===== src/rtl/insn_res_pkg.sv =====
package insn_res_pkg;

   typedef enum logic [2:0] {
      OC_EXEC     = 3'd0,
      OC_ILLEGAL  = 3'd1,
      OC_UNIMPL   = 3'd2,
      OC_FP_UNAV  = 3'd3,
      OC_AUX_UNAV = 3'd4
   } outcome_e;

   typedef struct packed {
      logic fp;
      logic wide64;
      logic alloc;
      logic omitted;
      logic recog;
      logic supported;
   } cls_flags_t;

   typedef struct packed {
      logic fp_en;
      logic alloc_en;
      logic cop;
   } mach_state_t;

endpackage


===== src/rtl/insn_res_classify.sv =====
module insn_res_classify
   import insn_res_pkg::*;
#(
   parameter bit HAS_ALLOC_CLASS = 1'b1
) (
   input  cls_flags_t  flags,
   input  mach_state_t mstate,
   output outcome_e    code
);

   logic alloc_known;
   logic is_illegal;
   logic fp_unav;
   logic aux_unav;

   generate
      if (HAS_ALLOC_CLASS) begin : g_alloc_on
         assign alloc_known = flags.recog;
      end else begin : g_alloc_off
         assign alloc_known = 1'b0;
      end
   endgenerate

   always_comb begin
      is_illegal = flags.wide64 | flags.omitted | ~flags.recog
                 | (flags.fp & ~mstate.cop)
                 | (flags.alloc & ~alloc_known);
      fp_unav    = flags.fp & ~mstate.fp_en;
      aux_unav   = flags.alloc & ~mstate.alloc_en;
      if (is_illegal)            code = OC_ILLEGAL;
      else if (fp_unav)          code = OC_FP_UNAV;
      else if (aux_unav)         code = OC_AUX_UNAV;
      else if (!flags.supported) code = OC_UNIMPL;
      else                       code = OC_EXEC;
   end

endmodule


===== src/rtl/insn_res_outreg.sv =====
module insn_res_outreg #(
   parameter int W = 3
) (
   input  logic         clk,
   input  logic         rst,
   input  logic         up_valid,
   output logic         up_ready,
   input  logic [W-1:0] up_data,
   output logic         dn_valid,
   input  logic         dn_ready,
   output logic [W-1:0] dn_data
);

   logic take;

   assign up_ready = ~dn_valid | dn_ready;
   assign take     = up_valid & up_ready;

   always_ff @(posedge clk) begin
      if (rst) begin
         dn_valid <= 1'b0;
      end else if (take) begin
         dn_valid <= 1'b1;
      end else if (dn_ready) begin
         dn_valid <= 1'b0;
      end
   end

   always_ff @(posedge clk) begin
      if (take) begin
         dn_data <= up_data;
      end
   end

endmodule


===== src/rtl/insn_outcome_resolver.sv =====
module insn_outcome_resolver
   import insn_res_pkg::*;
#(
   parameter int CODE_W          = 3,
   parameter bit HAS_ALLOC_CLASS = 1'b1
) (
   input  logic              clk,
   input  logic              rst,
   input  logic              in_valid,
   output logic              in_ready,
   input  logic              cls_fp,
   input  logic              cls_wide64,
   input  logic              cls_alloc,
   input  logic              cls_omitted,
   input  logic              cls_recog,
   input  logic              cls_supported,
   input  logic              fp_enable,
   input  logic              alloc_enable,
   input  logic              fp_cop_present,
   output logic              out_valid,
   input  logic              out_ready,
   output logic [CODE_W-1:0] out_code
);

   localparam int ENUM_W = $bits(outcome_e);

   generate
      if (CODE_W < ENUM_W) begin : g_bad_width
         $error("CODE_W must hold the outcome encoding");
      end
   endgenerate

   cls_flags_t  flags;
   mach_state_t mstate;
   outcome_e    code;
   logic [CODE_W-1:0] code_ext;

   assign flags  = '{fp: cls_fp, wide64: cls_wide64, alloc: cls_alloc,
                     omitted: cls_omitted, recog: cls_recog,
                     supported: cls_supported};
   assign mstate = '{fp_en: fp_enable, alloc_en: alloc_enable,
                     cop: fp_cop_present};

   insn_res_classify #(.HAS_ALLOC_CLASS(HAS_ALLOC_CLASS)) u_classify (
      .flags  (flags),
      .mstate (mstate),
      .code   (code)
   );

   generate
      if (CODE_W > ENUM_W) begin : g_pad
         assign code_ext = {{(CODE_W-ENUM_W){1'b0}}, code};
      end else begin : g_exact
         assign code_ext = code[CODE_W-1:0];
      end
   endgenerate

   insn_res_outreg #(.W(CODE_W)) u_outreg (
      .clk      (clk),
      .rst      (rst),
      .up_valid (in_valid),
      .up_ready (in_ready),
      .up_data  (code_ext),
      .dn_valid (out_valid),
      .dn_ready (out_ready),
      .dn_data  (out_code)
   );

endmodule


===== config.mk =====
export PLATFORM = sky130hd
export DESIGN_NAME = insn_outcome_resolver
export DESIGN_NICKNAME = d
export VERILOG_FILES = /design/src/rtl/insn_res_pkg.sv /design/src/rtl/insn_res_classify.sv /design/src/rtl/insn_res_outreg.sv /design/src/rtl/insn_outcome_resolver.sv
export SDC_FILE = /design/constraint.sdc
export NUM_CORES = 1
export LEC_CHECK = 0
export ABC_AREA = 1
export BUFFER_PORTS_ARGS = -buffer_cell sky130_fd_sc_hd__buf_2
export CAP_MARGIN = 20
export CELL_PAD_IN_SITES_DETAIL_PLACEMENT = 0
export CELL_PAD_IN_SITES_GLOBAL_PLACEMENT = 1
export CORE_AREA = 2 2 39 41
export DETAILED_ROUTE_END_ITERATION = 8
export DIE_AREA = 0 0 41 43
export PLACE_DENSITY = 0.61
export RECOVER_POWER = 25
export SYNTH_ARGS = -nofsm -noshare
export SYNTH_HDL_FRONTEND = slang
export SYNTH_SLANG_ARGS = --single-unit

===== constraint.sdc =====
create_clock -name clk -period 0.9 [get_ports clk]
set_clock_uncertainty 0.05 [all_clocks]
set_input_delay 0.09 -clock clk [delete_from_list [all_inputs] [get_ports clk]]
set_output_delay 0.09 -clock clk [all_outputs]
set_load 0.01 [all_outputs]

Yosys cells after proc, flatten, opt, wreduce, memory -nomap -nowiden
Index checks and enable logic that the tools add are counted.
{"block": "word_totals", "regBits": 4, "word_cells": 25, "in_bits": 13, "output_inout_bits": 5}
{"block": "op_classes", "muxes": 5, "n_bitwise": 15, "reduce_logical": 2}
{"op": "AND 1 bit", "n": 5}
{"op": "NOT 1 bit", "n": 5}
{"op": "bitwise OR 1 bit", "n": 5}
{"op": "2-to-1 mux 2 bit", "n": 2}
{"op": "2-to-1 mux 3 bit", "n": 1}
{"op": "2-to-1 mux 1 bit", "n": 2}
{"op": "nonzero test 2 bit", "n": 1}
{"op": "OR reduction 2 bit", "n": 1}

Longest topological paths before layout
{"block": "depth", "depth_word": 5, "depth_mapped": 4, "mapped_depth_nobuf": 4}

Cells and area by module
From an unflattened synthesis, not the netlist that was laid out.
{"block": "hier_totals", "hier_cells": 25, "area_unflattened_um2": 206.4}
{"mod": "insn_res_outreg", "n_inst": 1, "seq_area_each_um2": 110.1, "cells_per_inst": 9, "area_each_um2": 137.6}
{"mod": "insn_res_classify", "n_inst": 1, "seq_area_each_um2": 0.0, "cells_per_inst": 16, "area_each_um2": 68.8}

Least setup slack after synthesis
Ideal clock, no wire load.
{"block": "synth_path", "path_type": "reg-to-reg", "from": "reg u_outreg.dn_valid", "to": "reg u_outreg.dn_data[0] (enable)", "path_stages_with_launch": 2, "slack_ps": -50, "synth_period_minus_slack_ps": 950, "required_time_ps": 523, "arrival_time_ps": 573, "path_buffers": 0, "setup_ps": 327, "cell_sequence": "dfxtp_1 > a21oi_1"}
{"block": "synth_between", "elab_chain_cells": 3}
{"element": "from (decl)", "line": "insn_res_outreg.sv:9", "rtl": "output logic dn_valid,"}
{"element": "from (signal assigned)", "line": "insn_res_outreg.sv:21", "rtl": "dn_valid <= 1'b0;"}
{"element": "from (signal assigned)", "line": "insn_res_outreg.sv:23", "rtl": "dn_valid <= 1'b1;"}
{"element": "from (signal assigned)", "line": "insn_res_outreg.sv:25", "rtl": "dn_valid <= 1'b0;"}
{"element": "NOT 1 bit", "line": "insn_res_outreg.sv:16", "rtl": "assign up_ready = ~dn_valid | dn_ready;"}
{"element": "bitwise OR 1 bit", "line": "insn_res_outreg.sv:16"}
{"element": "AND 1 bit", "line": "insn_res_outreg.sv:17", "rtl": "assign take = up_valid & up_ready;"}
{"element": "net u_outreg.take", "line": "insn_res_outreg.sv:14", "rtl": "logic take;"}
{"element": "to (signal assigned)", "line": "insn_res_outreg.sv:31", "rtl": "dn_data <= up_data;"}
{"element": "to (decl)", "line": "insn_res_outreg.sv:11", "rtl": "output logic [W-1:0] dn_data"}
The timed path passes the listed nets, and every way through them passes these cells.
A chain may end at the register's enable or synchronous reset.

Worst setup path in the final report
{"block": "layout_path", "from": "reg u_outreg.dn_valid", "to": "out in_ready"}
{"block": "layout_between", "elab_chain_cells": 2}
{"element": "NOT 1 bit", "line": "insn_res_outreg.sv:16"}
{"element": "bitwise OR 1 bit", "line": "insn_res_outreg.sv:16"}
{"element": "to (decl)", "line": "insn_outcome_resolver.sv:10", "rtl": "output logic in_ready,"}
Every way passes these cells.

==> summary.md <==
| Metric | Value |
|---|---|
| Vias | `219` |
| Hold Fails Final Rpt | `0` |
| Tot Pwr | `543 uW` |
| Vias in the first global route | `229` |
| Hold path depth | `3` |
| Pwr per Cell Area | `1490 nW/um2` |
| Area growth syn-to-layout | `96.0%` |
| Nets | `60` |
| All-layer global routing usage | `7.04%` |
| Mapped Cells | `22` |
| RSZ-0062 raised after global routing | `yes` |
| Pin slew with the least headroom to its limit | `0.188 ns` |
| Remaining routing DRC violations | `0` |
| Avg Synthesized Cell Area | `8.47 um2` |
| Postcts setup bufs | `0` |
| #FFs+latches synth | `4` |
| Most frequent cells in the layout | `buf_2, inv_1, clkbuf_4` |
| Detailed Place HPWL | `333 um` |
| Final Max Slew Viols | `0` |
| CTS buffer count | `3` |
| Final setup vio count | `2` |
| Slew HR | `87.5%` |
| Worst-skew pair later-pin latency | `0.23 ns` |
| Outcome | `complete, but fails checks` |
| Pre-CTS setup slack | `0.00804 ns` |
| I/O Buffers | `17` |
| DR iter-0 viols | `2` |
| Mapped Nets | `35` |
| Die Height | `43 um` |
| Yosys warns | `0` |
| Sequential-to-total area share from yosys stat | `59.1%` |
| Avg WL per Cell | `6.58 um` |
| FF-to-FF path depth | `1` |
| Global route overflow | `0` |
| CTS root buf | `clkbuf_4` |
| N_diodes | `0` |
| Row Count | `14` |
| Worst-path maximum fanout | `2` |
| Core area | `1380 um2` |
| Initial antenna violation count | `0` |
| Longest Clk Path Bufs | `2` |
| CP Capture Type | `output port` |
| Maximum clock rate | `1030 MHz` |
| CTS tree | `built` |
| First-pass GRT wire length | `738 um` |
| Largest net degree at the start of global routing | `4` |
| Commonest non-fill, non-tap cell in the layout | `buf_2` |
| Max-cap viol count | `0` |
| Worst-path clk slew | `0.04 ns` |
| Share of cells above drive strength 1 | `54.3%` |
| Hold slack | `0.0791 ns` |
| TritonCTS Sinks | `4` |
| Detail Route Antenna Nets | `0` |
| Drt via density | `3.53` |
| Routed WL | `408 um` |
| Arr. time, crit path | `0.83 ns` |
| Tcrit/Tclk final | `108%` |
| Final Critical Period | `0.968 ns` |
| H-tree depth | `1` |
| Area of the die | `1760 um2` |
| Worst Hold Class | `primary input to flop` |
| Post-layout utilization of the core | `26.4%` |
| Worst Path Required | `0.76 ns` |
| Violated checks | `setup timing` |
| Maximum VDD drop | `0.341 mV` |
| Critical path type | `flop to output port` |
| Initial Util | `13.5%` |
| Total I/O pin count | `18` |
| Yosys cell types | `9` |
| Final worst setup slack | `-0.0684 ns` |
| DR pass1 iterations | `2` |
| Worst Setup Start Kind | `flop` |
| Routability Congestion | `0.660` |
| Syn Std Cell Area | `186 um2` |
| Leak Pwr | `0.000193 uW` |
| Die width | `41 um` |
final cells by class:
class / instances / area [um2]
Fill cell: 161 / 1020
Tap cell: 16 / 20.0
Timing Repair Buffer: 20 / 120
Multi-Input combinational cell: 12 / 65.1
Inverter: 6 / 22.5
Clock buffer: 4 / 26.3
Sequential cell: 4 / 111
kinds of logic (layout without fill, tap and decap cells):
group | Yosys count | count (layout) | share of synthesized area (%)
buffers and inverters | 6 | 30 | 12.1
AO/OA/AOI/OAI | 3 | 3 | 8.05
flip-flops | 4 | 4 | 59.1
AND/OR/NAND/NOR | 9 | 9 | 20.8
through the flow:
stage,TNS (ns),area [um2],std cells
floorplan,0,190,22
global placement,0,310,57
detailed placement,0,310,57
CTS,-0.118,365,62
global route,-0.262,365,62
finish,-0.0991,365,62
critical path: stages, from the launching register on:
cell,delay (ns)
dfxtp_2,0.33
buf_6,0.10
nand2_4,0.05
buf_6,0.12
synthesized netlist by cell type:
master    count  area [um2]
nand3_1       1        5.00
nor3_1        1        5.00
or2_1         1        6.26
a21oi_1       3        15.0
inv_1         6        22.5
nand2_1       3        11.3
edfxtp_1      3        90.1
dfxtp_1       1        20.0
nor2_1        3        11.3
repair_timing:
item	CTS	global route
hold buffers	1	0
endpoints found under the hold margin	1	0
setup endpoints to repair	2	7
resized for setup	5	0
worst paths after layout:
check / from / end / slack, ns
setup / recovery: u_outreg.dn_valid$_SDFFE_PP0P_ / in_ready / -0.07
hold / removal: in_valid / u_outreg.dn_valid$_SDFFE_PP0P_ / 0.08
setup reg to reg: u_outreg.dn_valid$_SDFFE_PP0P_ / u_outreg.dn_data[0]$_SDFFCE_PP1P_ / 0.02
hold reg to reg: u_outreg.dn_valid$_SDFFE_PP0P_ / u_outreg.dn_data[2]$_SDFFCE_PP0P_ / 0.53
layer usage:
layer | wire [um] | part of all wire (%) | vias to the layer above | global-route usage [%]
met5 | 0 | 0 | - | 0
met3 | 50 | 12 | 2 | 1.57
met2 | 187 | 46 | 14 | 10.0
met4 | 14 | 3.4 | 0 | 12.0
li1 | - | - | 115 | -
met1 | 155 | 38 | 88 | 5.50
where the power goes:
part           switching, uW  total [uW]  internal [uW]
Clock                   76.6         243            167
Combinational           37.8        86.1           48.2
Sequential              3.67         214            210
Total                    118         543            425
state kept, by name, summed over array words and instances, names as in the netlist:
register and cells:
u_outreg.dn_valid 1, u_outreg.dn_data 3
No activity file was read; power rests on OpenSTA's default activity.
